## src/rtl/vidser_pkg.sv

```systemverilog
package vidser_pkg;

  localparam int LANES    = 4;
  localparam int SLOTS    = 7;
  localparam int WORD_W   = LANES * SLOTS;
  localparam int SLOT_W   = $clog2(SLOTS);
  localparam int CLK_HIGH = 4;

  // source bit for (slot, lane), index = slot*LANES + lane
  localparam int unsigned BIT_SRC [SLOTS*LANES] = '{
    1,  9, 20,  5,
    0,  8, 19, 27,
    7, 18, 26, 23,
    6, 15, 25, 17,
    4, 14, 24, 16,
    3, 13, 22, 11,
    2, 12, 21, 10
  };

  typedef enum logic [1:0] {
    ST_OFF  = 2'd0,
    ST_LOCK = 2'd1,
    ST_RUN  = 2'd2
  } ser_st_e;

endpackage

```

## src/rtl/vs_en_sync.sv

```systemverilog
module vs_en_sync #(
  parameter int STAGES = 2
) (
  input  logic clk,
  input  logic rst_n,
  input  logic din,
  output logic dout
);

  logic [STAGES-1:0] sh_q;
  logic [STAGES-1:0] sh_nxt;

  always_comb begin
    sh_nxt = {sh_q[STAGES-2:0], din};
  end

  always_ff @(posedge clk or negedge rst_n) begin
    if (!rst_n) begin
      sh_q <= '0;
    end else begin
      sh_q <= sh_nxt;
    end
  end

  assign dout = sh_q[STAGES-1];

  initial begin
    AST_SYNC_DEPTH: assert (STAGES >= 2);
  end

endmodule

```

## src/rtl/vs_seq.sv

```systemverilog
module vs_seq
  import vidser_pkg::*;
#(
  parameter int LOCK_PERIODS = 4
) (
  input  logic              clk,
  input  logic              rst_n,
  input  logic              en_s,
  output logic [SLOT_W-1:0] slot_o,
  output logic              run_o,
  output logic              take_o
);

  localparam int LK_W = (LOCK_PERIODS > 1) ? $clog2(LOCK_PERIODS) : 1;
  localparam logic [LK_W-1:0]   LK_LAST   = LK_W'(LOCK_PERIODS - 1);
  localparam logic [SLOT_W-1:0] SLOT_LAST = SLOT_W'(SLOTS - 1);

  ser_st_e           st_q,   st_nxt;
  logic [SLOT_W-1:0] slot_q, slot_nxt;
  logic [LK_W-1:0]   lk_q,   lk_nxt;
  logic [SLOT_W-1:0] slot_inc;
  logic              wrap;

  always_comb begin
    wrap     = (slot_q == SLOT_LAST);
    slot_inc = wrap ? '0 : slot_q + 1'b1;
  end

  always_comb begin
    st_nxt   = st_q;
    slot_nxt = slot_q;
    lk_nxt   = lk_q;
    if (!en_s) begin
      st_nxt   = ST_OFF;
      slot_nxt = '0;
      lk_nxt   = '0;
    end else begin
      case (st_q)
        ST_OFF: begin
          st_nxt   = ST_LOCK;
          slot_nxt = '0;
          lk_nxt   = '0;
        end
        ST_LOCK: begin
          slot_nxt = slot_inc;
          if (wrap) begin
            if (lk_q == LK_LAST) begin
              st_nxt = ST_RUN;
              lk_nxt = '0;
            end else begin
              lk_nxt = lk_q + 1'b1;
            end
          end
        end
        ST_RUN: begin
          slot_nxt = slot_inc;
        end
        default: begin
          st_nxt   = ST_OFF;
          slot_nxt = '0;
          lk_nxt   = '0;
        end
      endcase
    end
  end

  always_ff @(posedge clk or negedge rst_n) begin
    if (!rst_n) begin
      st_q   <= ST_OFF;
      slot_q <= '0;
      lk_q   <= '0;
    end else begin
      st_q   <= st_nxt;
      slot_q <= slot_nxt;
      lk_q   <= lk_nxt;
    end
  end

  assign slot_o = slot_q;
  assign run_o  = (st_q == ST_RUN);
  assign take_o = (st_q != ST_OFF) && wrap;

  AST_SLOT_RANGE: assert property (@(posedge clk) disable iff (!rst_n)
    slot_q <= SLOT_LAST);
  AST_SLOT_STEP: assert property (@(posedge clk) disable iff (!rst_n)
    (en_s && st_q != ST_OFF && !wrap) |=> (slot_q == $past(slot_q) + 1'b1));
  AST_SLOT_WRAP: assert property (@(posedge clk) disable iff (!rst_n)
    (en_s && st_q != ST_OFF && wrap) |=> (slot_q == '0));
  AST_OFF_AT_ZERO: assert property (@(posedge clk) disable iff (!rst_n)
    (st_q == ST_OFF) |-> (slot_q == '0));
  AST_RUN_ENTRY: assert property (@(posedge clk) disable iff (!rst_n)
    $rose(run_o) |-> (slot_q == '0));
  AST_RUN_FROM_LOCK: assert property (@(posedge clk) disable iff (!rst_n)
    $rose(run_o) |-> ($past(st_q) == ST_LOCK && $past(lk_q) == LK_LAST));
  AST_LOCK_BOUND: assert property (@(posedge clk) disable iff (!rst_n)
    lk_q <= LK_LAST);

endmodule

```

## src/rtl/vs_lanes.sv

```systemverilog
module vs_lanes
  import vidser_pkg::*;
(
  input  logic              clk,
  input  logic              rst_n,
  input  logic              take,
  input  logic              oe,
  input  logic [SLOT_W-1:0] slot,
  input  logic [WORD_W-1:0] word_i,
  output logic [LANES-1:0]  lanes_o
);

  logic [WORD_W-1:0] cap_q, cap_nxt;

  always_comb begin
    cap_nxt = take ? word_i : cap_q;
  end

  always_ff @(posedge clk or negedge rst_n) begin
    if (!rst_n) begin
      cap_q <= '0;
    end else begin
      cap_q <= cap_nxt;
    end
  end

  for (genvar ln = 0; ln < LANES; ln++) begin : g_lane
    logic bit_sel;
    always_comb begin
      bit_sel = 1'b0;
      for (int s = 0; s < SLOTS; s++) begin
        if (slot == SLOT_W'(s)) begin
          bit_sel = cap_q[BIT_SRC[s*LANES + ln]];
        end
      end
    end
    assign lanes_o[ln] = oe & bit_sel;
  end

  AST_CAP_HOLD: assert property (@(posedge clk) disable iff (!rst_n)
    !take |=> $stable(cap_q));
  AST_LANES_QUIET: assert property (@(posedge clk) disable iff (!rst_n)
    !oe |-> (lanes_o == '0));

endmodule

```

## src/rtl/vs_fclk.sv

```systemverilog
module vs_fclk
  import vidser_pkg::*;
(
  input  logic              clk,
  input  logic              rst_n,
  input  logic              oe,
  input  logic [SLOT_W-1:0] slot,
  output logic              fclk_o
);

  assign fclk_o = oe && (slot < SLOT_W'(CLK_HIGH));

  AST_FCLK_RISE_AT_ZERO: assert property (@(posedge clk) disable iff (!rst_n)
    $rose(fclk_o) |-> (slot == '0));
  AST_FCLK_QUIET: assert property (@(posedge clk) disable iff (!rst_n)
    !oe |-> !fclk_o);

endmodule

```

## src/rtl/vid_ser7x4.sv

```systemverilog
module vid_ser7x4
  import vidser_pkg::*;
#(
  parameter int LOCK_PERIODS = 4,
  parameter int SYNC_STAGES  = 2
) (
  input  logic              clk,
  input  logic              rst_n,
  input  logic              en_req,
  input  logic [WORD_W-1:0] pix_word,
  output logic              wrd_take,
  output logic [LANES-1:0]  lane_o,
  output logic              dat_oe,
  output logic              fclk_o,
  output logic              fclk_oe
);

  logic              en_s;
  logic              run;
  logic [SLOT_W-1:0] slot;
  logic              oe;

  vs_en_sync #(.STAGES(SYNC_STAGES)) u_sync (
    .clk   (clk),
    .rst_n (rst_n),
    .din   (en_req),
    .dout  (en_s)
  );

  vs_seq #(.LOCK_PERIODS(LOCK_PERIODS)) u_seq (
    .clk    (clk),
    .rst_n  (rst_n),
    .en_s   (en_s),
    .slot_o (slot),
    .run_o  (run),
    .take_o (wrd_take)
  );

  // the synchronized request gates the enables directly so shutdown
  // does not wait for the state register
  assign oe = run & en_s;

  vs_lanes u_lanes (
    .clk     (clk),
    .rst_n   (rst_n),
    .take    (wrd_take),
    .oe      (oe),
    .slot    (slot),
    .word_i  (pix_word),
    .lanes_o (lane_o)
  );

  vs_fclk u_fclk (
    .clk    (clk),
    .rst_n  (rst_n),
    .oe     (oe),
    .slot   (slot),
    .fclk_o (fclk_o)
  );

  assign dat_oe  = oe;
  assign fclk_oe = oe;

  AST_SHDN_OFF: assert property (@(posedge clk) disable iff (!rst_n)
    !en_s |-> (!dat_oe && !fclk_oe));
  AST_TAKE_PERIOD: assert property (@(posedge clk) disable iff (!rst_n)
    (dat_oe && wrd_take) |=> !wrd_take);

endmodule

```

## config.mk

```make
export PLATFORM = sky130hd
export DESIGN_NAME = vid_ser7x4
export DESIGN_NICKNAME = d
export VERILOG_FILES = /design/src/rtl/vidser_pkg.sv /design/src/rtl/vs_en_sync.sv /design/src/rtl/vs_seq.sv /design/src/rtl/vs_lanes.sv /design/src/rtl/vs_fclk.sv /design/src/rtl/vid_ser7x4.sv
export SDC_FILE = /design/constraint.sdc
export NUM_CORES = 1
export LEC_CHECK = 0
export ABC_AREA = 1
export BUFFER_PORTS_ARGS = -buffer_cell sky130_fd_sc_hd__buf_2
export CAP_MARGIN = 20
export CORE_ASPECT_RATIO = 0.9
export CORE_MARGIN = 5
export CORE_UTILIZATION = 50
export DETAILED_ROUTE_END_ITERATION = 7
export PLACE_DENSITY = 0.74
export RECOVER_POWER = 50
export SLEW_MARGIN = 25
export SYNTH_ARGS = -nofsm -noshare
export SYNTH_HDL_FRONTEND = slang
export SYNTH_SLANG_ARGS = --single-unit
```

## constraint.sdc

```tcl
create_clock -name clk -period 3.3 [get_ports clk]
set_clock_uncertainty 0.15 [all_clocks]
set_input_delay 0 -clock clk [delete_from_list [all_inputs] [get_ports clk]]
set_output_delay 0 -clock clk [all_outputs]
set_load 0.02 [all_outputs]
```

==> impl.org <==
** Place
- Port Buffers :: 38
- HPWL reported at the end of detailed placement :: 2.84 mm
- Routability-driven placement finished with a final weighted congestion of 0.843.
- Summing all placed instances gives a cell area of 2040 um2.

** Clock network
- Hold bufs inserted after CTS :: 30
- Count of cells resized by post-cts repair :: 0
- TritonCTS built the clock tree.
- The clock passes through at most 2 buffers.
- After clock tree synthesis, the clock-pin slew on the worst setup and hold paths is 0.07 ns.
- The H-tree generated during clock tree synthesis spans 2 levels.
- Number of clock sinks :: 37
- In this run the post-CTS setup repair buffer count came out at 0.
- Master cell of the clock root buffer :: sky130_fd_sc_hd__clkbuf_8
- Buffers inserted during clock tree synthesis total 5.
- Later-pin clock latency in the skew report :: 0.29 ns

** Worst hold path
- The worst hold path belongs to the class input pin to register.

** Final layout
- The repair_antennas step left the layout with diodes totalling 0.
- Of the cells placed in the final design, the portion with a size suffix greater than 1 is 0.171.
- From synthesis to final layout, the design area changed by 31.3%.
- At the end of the flow, the number of nets in the layout was 340.
- Final instance area :: 2430 um2
- The filler cells instantiated in the layout total 310.

** Power
- Power Density :: 486 nW/um2
- Flop pwr share :: 0.434
- The analysis attributes to net switching a power of 393 uW.
- Internal power comes to 787 uW.
- For this design the static power due to leakage is 0.00124 uW.
- Switching part of the total :: 0.333
- The worst-case IR drop observed on VDD is 0.286 mV.
- Part of the power in combinational logic :: 0.284
- Of the total power, the clock network draws 0.282.

** Synth
- Total number of yosys warnings :: 0
- Net count after synthesis :: 274
- Netlist area before placement :: 1850 um2
- After synthesis, the cell types taking the most area are sky130_fd_sc_hd__dfrtp_1, sky130_fd_sc_hd__nand2_1, sky130_fd_sc_hd__a21oi_1.
- The share of synthesized area in the top cell type comes to 0.501.
- Synth Area per Inst :: 7.80 um2
- Number of enable-type register cells in the synthesized netlist :: 0
- In the synthesized netlist, the number of instances is 237.
- Of the synthesized area, sequential elements account for 0.501.
- Count of unique library cells instantiated by Yosys :: 17
- Share of synthesized registers carrying an async set or reset :: 1.00
- Top cell type by total area after synthesis :: sky130_fd_sc_hd__dfrtp_1
- Most common cell in the synthesized netlist :: sky130_fd_sc_hd__nand2_1
- The most used flip-flop cell after synthesis is sky130_fd_sc_hd__dfrtp_1.
- Counting flops and latches in the post-synthesis netlist gives 37.
- Top cell types by occurrence after synthesis :: sky130_fd_sc_hd__nand2_1, sky130_fd_sc_hd__dfrtp_1, sky130_fd_sc_hd__inv_1

** Setup path
- Launching element type of the critical path :: register
- Worst path bufs/invs :: 2
- Critical Path Sink Type :: output pin
- STA puts the critical path data required time at 3.15 ns.
- Along the worst path, the maximum fanout reaches 11.
- Gate family responsible for the most delay along the worst path :: simple AND/OR/NAND/NOR gates
- The worst setup path is of the register to output pin kind.
- CP peak stage delay :: 0.42 ns
- Among all stages on the critical path, the largest delay is contributed by sky130_fd_sc_hd__dfrtp_1.
- The cell that appears most often on the critical path is sky130_fd_sc_hd__nand2_1.
- For the worst setup path, the data arrival time is 2.13 ns.
- Cells traversed along the worst timing path :: inv_1 > nand3_1 > nand3_1 > nand2_1 > nand2_1 > nand2_1 > a21oi_1 > buf_2

** STA
- Setup violations remaining at the end of the flow were counted as 0.
- Final Slew Violations :: 38
- The final number of hold-violating endpoints is 0.
- Total negative slack :: 0 ns
- Measured against its own limit, the worst slew margin works out to -0.283.
- At the pin with the least slew margin, the transition time is 1.92 ns.
- Final worst-path cycle share :: 0.690
- Max Clock Freq :: 439 MHz
- Setup repair after global routing missed its margin :: no
- Subtracting the final worst setup slack from the clock period gives 2.28 ns.

** Die
- The floorplan step set the die height to 67.7 um.
- Starting density of the core :: 0.506
- During I/O placement, the number of pins put on the boundary was 39.
- Measured along the x axis, the die boundary spans 74.1 um.
- The initialized floorplan defines 21 standard-cell rows.
- In this run the standard cell core region covers 3650 um2.
- Area enclosed by the die boundary :: 5010 um2

** Route
- The routed design has 4.26 mm of wire.
- The count of nets left with antenna violations once routing finished came out at 0.
- After detailed routing, the average wire length per cell comes to 12.2 um.
- Via count normalized by instance count :: 4.82
- Detailed-route DRC error count :: 0
- For this block, the initial DRC count from the detailed router was 140.
- Vias :: 1687
- The pre-antenna-repair detailed-routing pass consisted of 4 iterations.

** Status
- The checks that failed: max-capacitance violations, max-slew violations.
- Result of the run :: complete, but fails checks

** Global routing
- The first global-routing pass estimated 7.40 mm of wire.
- Pin count of the biggest net entering global routing :: 38
- Overall routing resource usage :: 0.193
- Number of antenna violations at the first check in global routing :: 0
- The total overflow left after global routing is 0.
- Via count of the first global-routing pass :: 1654

** Flow run
- Max-cap violations in this run came to 1.
## layer usage
metal	routed length, um	share of wire	global-route usage
met5	0	0	0
met4	60	0.014	0.0747
met3	257	0.060	0.0417
met2	1860	0.44	0.292
met1	2080	0.49	0.271
## kinds of logic (layout without fill, tap and decap cells)
group	count (synthesis)	after routing	share of synthesized area
and+or+nand+nor	139	139	0.316
DFF	37	37	0.501
buffers and inverters	29	96	0.0718
AOI/OAI and AO/OA	26	26	0.0704
adders and majority gates	6	6	0.0406
## worst paths after layout
path	endpoint	from	depth (start not counted)	slack (ns)
worst max-delay path	lane_o[2]	u_seq.slot_o[2]	8	1.02
worst min-delay path	u_sync.sh_q[0]	en_req	2	0.19
worst max register to register	u_lanes.cap_q[13]	u_seq.slot_o[0]	6	1.10
worst min register to register	u_sync.sh_q[1]	u_sync.sh_q[0]	0	0.21
max in group asynchronous	u_lanes.cap_q[11]	rst_n	2	1.27
min in group asynchronous	u_lanes.cap_q[27]	rst_n	2	0.63
## cell type report
cell class                 instances  area [um2]  share of cell area
sequential                        37         926               0.381
inverter                          19        71.3              0.0294
timing repair buffer              69         497               0.205
clock buffer                       6        82.6              0.0340
multi-input combinational        171         779               0.321
tap                               46        57.6              0.0237
clock inverter                     2        13.8             0.00567
## per-stage QoR
step                worst slack, ns  total power [uW]  utilization  hold slack (ns)  std cells
detailed placement             1.25               824        0.559          -0.0401        312
floorplan                      1.66               745            -           -0.446        237
CTS                            1.10              1190        0.668            0.189        350
finish                         1.02              1180        0.665            0.191        350
global placement               1.38               820        0.559          -0.0405        312
global route                  0.754              1260        0.665            0.221        350
## cell usage in the layout, fill, tap and decap left out, drive strengths merged
cell type      n
nand2        106
buf           38
dfrtp         37
dlygate4sd3   30
inv           19
a21oi         15
nor2          15
nand3         13
o21ai         11
clkbuf         7
ha             6
nand4          4
clkinv         2
nor3           1
## power groups by stage
stage	Clock [uW]	Combinational, uW	Sequential, uW
after floorplan	0	242	503
after global placement	0	302	519
after detailed placement	0	304	521
after CTS	341	337	511
after global routing	358	386	515
final	333	334	512
## flip-flops by register name (all words and copies together) (netlist names)
register and count:
u_seq.st_q 2, u_seq.slot_o 3, u_lanes.cap_q 28, u_sync.sh_q 2, u_seq.lk_q 2
No activity file was read; power rests on OpenSTA's default activity.
